### config.mk
export PLATFORM = sky130hd
export DESIGN_NAME = sram_strobe_ctrl
export DESIGN_NICKNAME = d
export VERILOG_FILES = /design/src/rtl/sram_ctrl_pkg.sv /design/src/rtl/sram_ctrl_timer.sv /design/src/rtl/sram_ctrl_seq.sv /design/src/rtl/sram_ctrl_dpath.sv /design/src/rtl/sram_strobe_ctrl.sv
export SDC_FILE = /design/constraint.sdc
export NUM_CORES = 1
export LEC_CHECK = 0
export BUFFER_PORTS_ARGS = -buffer_cell sky130_fd_sc_hd__buf_4
export CAP_MARGIN = 20
export CORE_MARGIN = 5
export CORE_UTILIZATION = 51
export DETAILED_ROUTE_END_ITERATION = 16
export PLACE_DENSITY = 0.82
export SETUP_SLACK_MARGIN = 0.5
export SKIP_LAST_GASP = 1
export SLEW_MARGIN = 30
export SYNTH_ARGS = -nofsm -noshare
export SYNTH_HDL_FRONTEND = slang
export SYNTH_SLANG_ARGS = --single-unit
### constraint.sdc
create_clock -name clk -period 4.23 [get_ports clk]
set_clock_uncertainty 0.2 [all_clocks]
set_input_delay 1.0575 -clock clk [delete_from_list [all_inputs] [get_ports clk]]
set_output_delay 1.0575 -clock clk [all_outputs]
set_load 0.02 [all_outputs]
### src/rtl/sram_ctrl_pkg.sv
package sram_ctrl_pkg;

  typedef enum logic [2:0] {
    ST_IDLE,
    ST_READ,
    ST_WR_TURN,
    ST_WR_DRIVE,
    ST_WR_RELEASE
  } seq_state_t;

  // nanoseconds to whole clock cycles, rounded up
  function automatic int ns2cyc(input int ns, input int period_ns);
    return (ns + period_ns - 1) / period_ns;
  endfunction

  function automatic int imax(input int a, input int b);
    return (a > b) ? a : b;
  endfunction

endpackage

### src/rtl/sram_ctrl_timer.sv
module sram_ctrl_timer #(
  parameter int CNT_W = 4
) (
  input  logic             clk,
  input  logic             rst,
  input  logic             load,
  input  logic [CNT_W-1:0] load_val,
  output logic             done
);

  logic [CNT_W-1:0] cnt_q;

  always_ff @(posedge clk) begin
    if (rst)
      cnt_q <= '0;
    else if (load)
      cnt_q <= load_val;
    else if (cnt_q != '0)
      cnt_q <= cnt_q - 1'b1;
  end

  assign done = (cnt_q == '0);

endmodule

### src/rtl/sram_ctrl_seq.sv
module sram_ctrl_seq
  import sram_ctrl_pkg::*;
#(
  parameter int RD_CYC   = 6,
  parameter int TURN_CYC = 2,
  parameter int DRV_CYC  = 3,
  parameter int CNT_W    = 3
) (
  input  logic             clk,
  input  logic             rst,
  input  logic             req,
  input  logic             req_we,
  input  logic             tmr_done,
  output logic             tmr_load,
  output logic [CNT_W-1:0] tmr_val,
  output logic             accept,
  output logic             capture,
  output logic             cs_n,
  output logic             cs,
  output logic             we_n,
  output logic             oe_n,
  output logic             dq_oe,
  output logic             ready
);

  seq_state_t state_q;

  always_comb begin
    accept   = (state_q == ST_IDLE) && req && !ready;
    capture  = (state_q == ST_READ) && tmr_done;
    tmr_load = 1'b0;
    tmr_val  = '0;
    if (accept) begin
      tmr_load = 1'b1;
      tmr_val  = req_we ? CNT_W'(TURN_CYC - 1) : CNT_W'(RD_CYC - 1);
    end else if ((state_q == ST_WR_TURN) && tmr_done) begin
      tmr_load = 1'b1;
      tmr_val  = CNT_W'(DRV_CYC - 1);
    end
  end

  always_ff @(posedge clk) begin
    if (rst) begin
      state_q <= ST_IDLE;
      cs_n    <= 1'b1;
      cs      <= 1'b0;
      we_n    <= 1'b1;
      oe_n    <= 1'b1;
      dq_oe   <= 1'b0;
      ready   <= 1'b0;
    end else begin
      ready <= 1'b0;
      case (state_q)
        ST_IDLE: begin
          if (accept) begin
            cs_n <= 1'b0;
            cs   <= 1'b1;
            if (req_we) begin
              we_n    <= 1'b0;
              oe_n    <= 1'b1;
              state_q <= ST_WR_TURN;
            end else begin
              we_n    <= 1'b1;
              oe_n    <= 1'b0;
              state_q <= ST_READ;
            end
          end
        end
        ST_READ: begin
          if (tmr_done) begin
            cs_n    <= 1'b1;
            cs      <= 1'b0;
            oe_n    <= 1'b1;
            ready   <= 1'b1;
            state_q <= ST_IDLE;
          end
        end
        ST_WR_TURN: begin
          if (tmr_done) begin
            dq_oe   <= 1'b1;
            state_q <= ST_WR_DRIVE;
          end
        end
        ST_WR_DRIVE: begin
          if (tmr_done) begin
            we_n    <= 1'b1;
            cs_n    <= 1'b1;
            cs      <= 1'b0;
            ready   <= 1'b1;
            state_q <= ST_WR_RELEASE;
          end
        end
        ST_WR_RELEASE: begin
          dq_oe   <= 1'b0;
          state_q <= ST_IDLE;
        end
        default: state_q <= ST_IDLE;
      endcase
    end
  end

endmodule

### src/rtl/sram_ctrl_dpath.sv
module sram_ctrl_dpath #(
  parameter int ADDR_W = 17,
  parameter int DATA_W = 8
) (
  input  logic              clk,
  input  logic              rst,
  input  logic              accept,
  input  logic              capture,
  input  logic [ADDR_W-1:0] req_addr,
  input  logic [DATA_W-1:0] req_wdata,
  input  logic [DATA_W-1:0] mem_dq_in,
  output logic [ADDR_W-1:0] mem_addr,
  output logic [DATA_W-1:0] mem_dq_out,
  output logic [DATA_W-1:0] rdata
);

  always_ff @(posedge clk) begin
    if (rst) begin
      mem_addr   <= '0;
      mem_dq_out <= '0;
    end else if (accept) begin
      mem_addr   <= req_addr;
      mem_dq_out <= req_wdata;
    end
  end

  always_ff @(posedge clk) begin
    if (rst)
      rdata <= '0;
    else if (capture)
      rdata <= mem_dq_in;
  end

endmodule

### src/rtl/sram_strobe_ctrl.sv
module sram_strobe_ctrl
  import sram_ctrl_pkg::*;
#(
  parameter int ADDR_W     = 17,
  parameter int DATA_W     = 8,
  parameter int CLK_NS     = 10,
  parameter bit FAST_GRADE = 1'b1
) (
  input  logic              clk,
  input  logic              rst,
  input  logic              req,
  input  logic              req_we,
  input  logic [ADDR_W-1:0] req_addr,
  input  logic [DATA_W-1:0] req_wdata,
  output logic              ready,
  output logic [DATA_W-1:0] rdata,
  output logic              mem_cs_n,
  output logic              mem_cs,
  output logic              mem_we_n,
  output logic              mem_oe_n,
  output logic [ADDR_W-1:0] mem_addr,
  output logic [DATA_W-1:0] mem_dq_out,
  input  logic [DATA_W-1:0] mem_dq_in,
  output logic              mem_dq_oe
);

  // grade minimums in ns
  localparam int ACC_NS   = FAST_GRADE ? 55 : 70;
  localparam int OEV_NS   = FAST_GRADE ? 30 : 35;
  localparam int PULSE_NS = FAST_GRADE ? 45 : 50;
  localparam int ADEND_NS = FAST_GRADE ? 50 : 55;
  localparam int SLEND_NS = FAST_GRADE ? 50 : 55;
  localparam int SETUP_NS = FAST_GRADE ? 25 : 30;
  localparam int FLOAT_NS = FAST_GRADE ? 20 : 25;

  localparam int RD_CYC     = imax(1, imax(ns2cyc(ACC_NS, CLK_NS), ns2cyc(OEV_NS, CLK_NS)));
  localparam int TURN_CYC   = imax(1, ns2cyc(FLOAT_NS, CLK_NS));
  localparam int WE_LOW_CYC = imax(ns2cyc(PULSE_NS, CLK_NS),
                                   imax(ns2cyc(ADEND_NS, CLK_NS), ns2cyc(SLEND_NS, CLK_NS)));
  localparam int DRV_CYC    = imax(1, imax(ns2cyc(SETUP_NS, CLK_NS), WE_LOW_CYC - TURN_CYC));
  localparam int CNT_W      = $clog2(imax(RD_CYC, imax(TURN_CYC, DRV_CYC)) + 1);

  logic             tmr_load;
  logic [CNT_W-1:0] tmr_val;
  logic             tmr_done;
  logic             accept;
  logic             capture;

  sram_ctrl_timer #(.CNT_W(CNT_W)) u_timer (
    .clk      (clk),
    .rst      (rst),
    .load     (tmr_load),
    .load_val (tmr_val),
    .done     (tmr_done)
  );

  sram_ctrl_seq #(
    .RD_CYC   (RD_CYC),
    .TURN_CYC (TURN_CYC),
    .DRV_CYC  (DRV_CYC),
    .CNT_W    (CNT_W)
  ) u_seq (
    .clk      (clk),
    .rst      (rst),
    .req      (req),
    .req_we   (req_we),
    .tmr_done (tmr_done),
    .tmr_load (tmr_load),
    .tmr_val  (tmr_val),
    .accept   (accept),
    .capture  (capture),
    .cs_n     (mem_cs_n),
    .cs       (mem_cs),
    .we_n     (mem_we_n),
    .oe_n     (mem_oe_n),
    .dq_oe    (mem_dq_oe),
    .ready    (ready)
  );

  sram_ctrl_dpath #(.ADDR_W(ADDR_W), .DATA_W(DATA_W)) u_dpath (
    .clk        (clk),
    .rst        (rst),
    .accept     (accept),
    .capture    (capture),
    .req_addr   (req_addr),
    .req_wdata  (req_wdata),
    .mem_dq_in  (mem_dq_in),
    .mem_addr   (mem_addr),
    .mem_dq_out (mem_dq_out),
    .rdata      (rdata)
  );

endmodule

# Word-level counts from Yosys, hierarchy flattened
# Cells that the tools add are included.
[op_classes]
n_addsub = 1
n_eq_ne = 9
n_mux = 27
bitwise_logic = 1
reduce_logical = 20
[op_table]
columns = ["operator", "n"]
rows = [
  ["$mux W3", 8],
  ["$pmux W3 S4", 1],
  ["$mux W1", 11],
  ["$pmux W1 S2", 5],
  ["$reduce_bool A2 Y1", 5],
  ["$reduce_and A3 Y1", 3],
  ["$ne A2 B1 Y1 const B", 4],
  ["$eq A3 B2 Y1 const B", 2],
  ["$logic_not A3 Y1", 2],
  ["$logic_and A1 B1 Y1", 4],
  ["$mux W2", 2],
  ["$reduce_and A4 Y1", 1],
  ["$reduce_or A2 Y1", 2],
  ["$eq A3 B1 Y1 const B", 1],
  ["$eq A3 B3 Y1 const B", 1],
  ["$reduce_bool A3 Y1", 1],
  ["$sub A3 B1 Y3 const B", 1],
  ["$ne A2 B2 Y1 const B", 1],
  ["$reduce_and A2 Y1", 1],
  ["$logic_not A1 Y1", 1],
  ["$not A1 Y1", 1],
]
[word_totals]
register_bits = 45
output_inout_bits = 39
elab_cells = 69

# Longest topological paths before layout
[depth]
word_depth = 5
depth_mapped = 6

# Hierarchy
# From an unflattened synthesis, not the netlist that was laid out.
[unflattened]
cells_unflattened = 180
area_unflattened_um2 = 1869.3
[by_module_without_submodules]
columns = ["module", "instances", "cells_per_inst", "area_each_um2", "seq_area_each_um2"]
rows = [
  ["sram_ctrl_dpath", 1, 107, 1191.1, 660.6],
  ["sram_ctrl_seq", 1, 51, 471.7, 180.2],
  ["sram_ctrl_timer", 1, 22, 206.4, 60.1],
]

# Least setup slack after synthesis
# No wires, ideal clock.
[synth_path]
path_type = "input -> register"
from = "in req"
to = "reg u_dpath.mem_addr[0]"
setup_ns = 0.132
arrival_ns = 1.934
required_time_ns = 3.898
path_slack_ns = 1.964
cell_stages = 5
path_buffers = 2
path_cell_list = "or4b_4 -> buf_6 -> buf_6 -> o21ai_1 -> a21oi_1"
[synth_via]
elab_chain_len = 2
[synth_lines]
columns = ["item", "line", "source"]
rows = [
  ["from (decl)", "sram_strobe_ctrl.sv:11", "input logic req,"],
  ["$logic_and A1 B1 Y1 (2 in series)", "sram_ctrl_seq.sv:29", "accept = (state_q == ST_IDLE) && req && !ready;"],
  ["to (signal assigned)", "sram_ctrl_dpath.sv:22", "mem_addr <= req_addr;"],
  ["to (decl)", "sram_ctrl_dpath.sv:12", "output logic [ADDR_W-1:0] mem_addr,"],
]
# Every way passes these cells.
# A chain may end at the register's enable or synchronous reset.

# Worst setup path after layout
[layout_path]
from = "reg u_seq.ready"
to = "out ready"
[layout_rtl]
columns = ["item", "line", "source"]
rows = [
  ["from (decl)", "sram_ctrl_seq.sv:23", "output logic ready"],
  ["from (signal assigned)", "sram_ctrl_seq.sv:50", "ready <= 1'b0;"],
  ["from (signal assigned)", "sram_ctrl_seq.sv:52", "ready <= 1'b0;"],
  ["from (signal assigned)", "sram_ctrl_seq.sv:74", "ready <= 1'b1;"],
  ["to (decl)", "sram_strobe_ctrl.sv:15", "output logic ready,"],
]
# No word-level cell between the ends.

==> results.md <==
- The signal on the critical path passes through buf_4.
- Summed over all layers, the routed wires come to 4.83 mm.
- The number of global-route vias before repair is 1,722.
- Counting distinct cell types in the post-synthesis netlist gives 38.
- The share of Yosys cell area claimed by the top area cell type is 47.5%.
- After clock tree synthesis, the setup repair step added 0 buffers.
- In this run the number of H-tree levels came out at 2.
- The number of gates on the worst path with buffers counted is 1.
- The maximum VDD drop is 0.265 mV.
- The pin count of the biggest net entering global routing is 41.
- The largest fanout on the critical path is 4.
- The finished cells cover 2500 um^2.
- The maximum operating frequency is roughly 0.45 GHz.
- The final setup violation count is 0.
- The number of placement rows is 22.
- The standby leakage power is 1.04 nW.
- The clock latency on the worst-skew pair is 300 ps.
- The proportion of layout cells with a drive suffix above 1 is approximately a third.
- At the pin with the least slew margin, the transition time is 881 ps.
- No sink is reached through more buffers than the 2 on the longest clock path.
- The CTS clock-pin slew for the worst setup and hold paths is 90 ps.
- The number of iterations in the first detailed-routing pass is 4.
- The die width is 71.0 um.
- The tightest slew margin relative to the limit is 41.2%.
- The type of the worst min-delay path is register to register.
- Yosys mapped a number of flops with a built-in enable equal to 0.
- Synthesis produced a netlist whose cell count is 217.
- The count of synthesis-stage warnings from yosys is 0.
- Along the worst hold path, the cell count comes to 2.
- The net count of the finished layout is 320.
- After global routing the overflow that remains totals 0.
- The clock root buffer master is clkbuf_8.
- The netlist area before placement is 1900 um^2.
- The net count after synthesis is 256.
- In the post-synthesis netlist, the biggest area contributors are dfxtp_1 (48%), a21oi_1 (9.5%), nand3_1 (8.7%).
- The die height is around 71 um.
- The number of sinks on the clock net is 45.
- The cell family contributing the most delay on the critical path is flip-flops.
- The worst setup path is captured at an output pin.
- The number of antenna diodes in the final layout is 0.
- The final-report max-slew violation count is 0.
- Post-CTS repair changed the size of 0 cells.
- The slowest stage of the critical path belongs to the cell dfxtp_1.
- The post-synthesis cell type with the largest combined area is dfxtp_1.
- Across the run, the number of max-cap violations was 0.
- The initial utilization of the core area, before any placement, comes to around 52%.
- The first global-routing pass estimated 8.03 mm of wire.
- Sequential elements use 47.5% of the synthesized area.
- The most used flip-flop cell after synthesis is dfxtp_1.
- The data arrival time at the worst-slack endpoint is 960 ps.
- The detail route stage leaves a number of antenna-violating nets equal to 0.
- The routed wirelength normalized by instance count is around 15 um.
- Overall power consumption after layout is estimated at between 0.001 and 0.0015 W.
- The number of violations reported at the end of detailed-routing iteration 0 is 148.
- The total negative slack for setup checks is 0 ps.
- A synthesized cell averages 8.74 um^2.
- Across all layers, the routed design uses approximately 1,800 vias.
- The initial antenna violation count came to 0.
- The flow ran to the end, and the final reports show no timing, DRC or antenna violations.
- The clock period could shrink to roughly 2200 ps.
- The total count of hold-check failures in the final report was 0.
- The power per unit of standard cell area is about 470 nW/um^2.
- The setup path with the least slack is of type register to output pin.
- The TritonCTS clock tree is done.
- For this design the top-level I/O count stands at 76.
- Measured in cells, the most critical reg-to-reg path has a length of 3.
- Once detailed placement completed, the half-perimeter wirelength came to 3.34 mm.
- The number of port buffers is 75.
- The die area is 5040 um^2.
- The number of hold buffers added after CTS is 0.
- For this run, asynchronously set or reset flops after synthesis account for 0%.
- Across all register-to-register paths, the minimum setup slack is 2340 ps.
- The post-synthesis to final-layout area growth is 31.8%.
- In this design, the stage delay of the slowest critical-path cell is ~460 ps.
- The number of clock buffers added by TritonCTS is 5.
- The share of the clock period used by the worst path after layout is a little over half.
- The data required time at the worst endpoint is 2970 ps.
- Setup repair after global routing left no endpoint under its margin.
- The post-route DRC violation count is 0.
- The synthesized design contains 45 register bits.
- The number of buffers and inverters on the critical path is 1.
- STA classifies the critical path startpoint as a register.
- The instance area after placement is 2410 um^2.
- The mean number of vias per cell is between 5 and 6.
- Routability-driven placement finished with a final weighted congestion of 0.811.
- Global routing used about a fifth of the available tracks.
- The total area inside the core boundary comes to 3630 um^2.
-- layer usage --
metal	up-vias	share of wire, %	GRT usage (%)
met5	-	0	0
met4	0	0.83	4.38
met3	6	8.4	7.10
met2	58	48	30.8
met1	839	43	25.5
li1	911	-	-
-- Yosys cell counts (all sizes together), types with 2 or more instances --
library cell / n
nor2: 6
nand2b: 2
nor4b: 2
inv: 5
or2: 2
nand3: 34
o21ai: 37
ha: 2
nor2b: 3
nor3: 3
clkbuf: 9
dfxtp: 45
a21oi: 36
nand2: 2
buf: 11
a211oi: 3
-- layout by cell type (no fill, tap or decap), drive strengths merged --
| cell type | instances |
|---|---|
| buf | 77 |
| dfxtp | 45 |
| o21ai | 37 |
| a21oi | 36 |
| nand3 | 34 |
| inv | 6 |
| nor2 | 6 |
| clkbuf | 5 |
| nor3 | 3 |
| nor2b | 3 |
| a211oi | 3 |
| or2 | 2 |
| nand2b | 2 |
| nand2 | 2 |
| ha | 2 |
| nor4b | 2 |
| or4b | 1 |
| and3b | 1 |
| nand3b | 1 |
| nor4bb | 1 |
| o22ai | 1 |
| o31ai | 1 |
| a21o | 1 |
| a221o | 1 |
| and3 | 1 |
| nor3b | 1 |
| o311a | 1 |
| a2111oi | 1 |
| a211o | 1 |
| a31oi | 1 |
| o311ai | 1 |
| clkinvlp | 1 |
| clkinv | 1 |
-- worst register-to-register path, cell delays in order (launching register included) --
cell     delay, ps
dfxtp_1        470
or4b_4         780
o21ai_0        230
a21oi_1         80
-- flip-flops by register name, summed over array words and instances, names as in the netlist, 3 cells and up --
signal	flops
u_dpath.mem_addr	17
u_timer.cnt_q	3
u_seq.state_q	3
u_dpath.mem_dq_out	8
u_dpath.rdata	8
-- cell type report --
cell class / count / area [um^2]
Tap cell: 48 / 60.1
Fill cell: 336 / 1130
Clock inverter: 3 / 21.3
Multi-Input combinational cell: 147 / 851
Timing Repair Buffer: 77 / 578
Clock buffer: 5 / 68.8
Inverter: 5 / 18.8
Sequential cell: 45 / 901
-- cells by family (layout without fill, tap and decap cells) --
group / count (synthesis) / count (layout) / synth area share [%]
DFF: 45 / 45 / 47.5
AOI/OAI and AO/OA: 85 / 85 / 25.0
and+or+nand+nor: 60 / 60 / 18.6
buffers and inverters: 25 / 90 / 7.59
adders and majority gates: 2 / 2 / 1.32
-- metrics by stage --
stage	utilization, %	setup slack (ps)	hold WS (ps)	cells
final	68.8	2010	265	330
after global routing	68.8	1970	306	330
after CTS	68.8	2010	266	330
after detailed placement	66.3	1790	255	322
after global placement	66.3	1840	249	322
after floorplan	-	1960	319	217
-- power by group --
group | switching (W) | internal [W]
logic | 0.000234 | 0.000162
clock network | 0.000145 | 0.000117
registers | 0.0000399 | 0.000480
-- final timing paths --
kind                                            end                        startpoint
setup / recovery                              ready            u_seq.ready$_SDFF_PP0_
hold / removal     u_dpath.mem_addr[6]$_SDFFE_PP0P_  u_dpath.mem_addr[6]$_SDFFE_PP0P_
setup reg to reg  u_dpath.mem_addr[16]$_SDFFE_PP0P_     u_seq.state_q[1]$_SDFFE_PP0P_
hold reg to reg    u_dpath.mem_addr[6]$_SDFFE_PP0P_  u_dpath.mem_addr[6]$_SDFFE_PP0P_
Note: power is estimated with default switching activity, not from simulation.
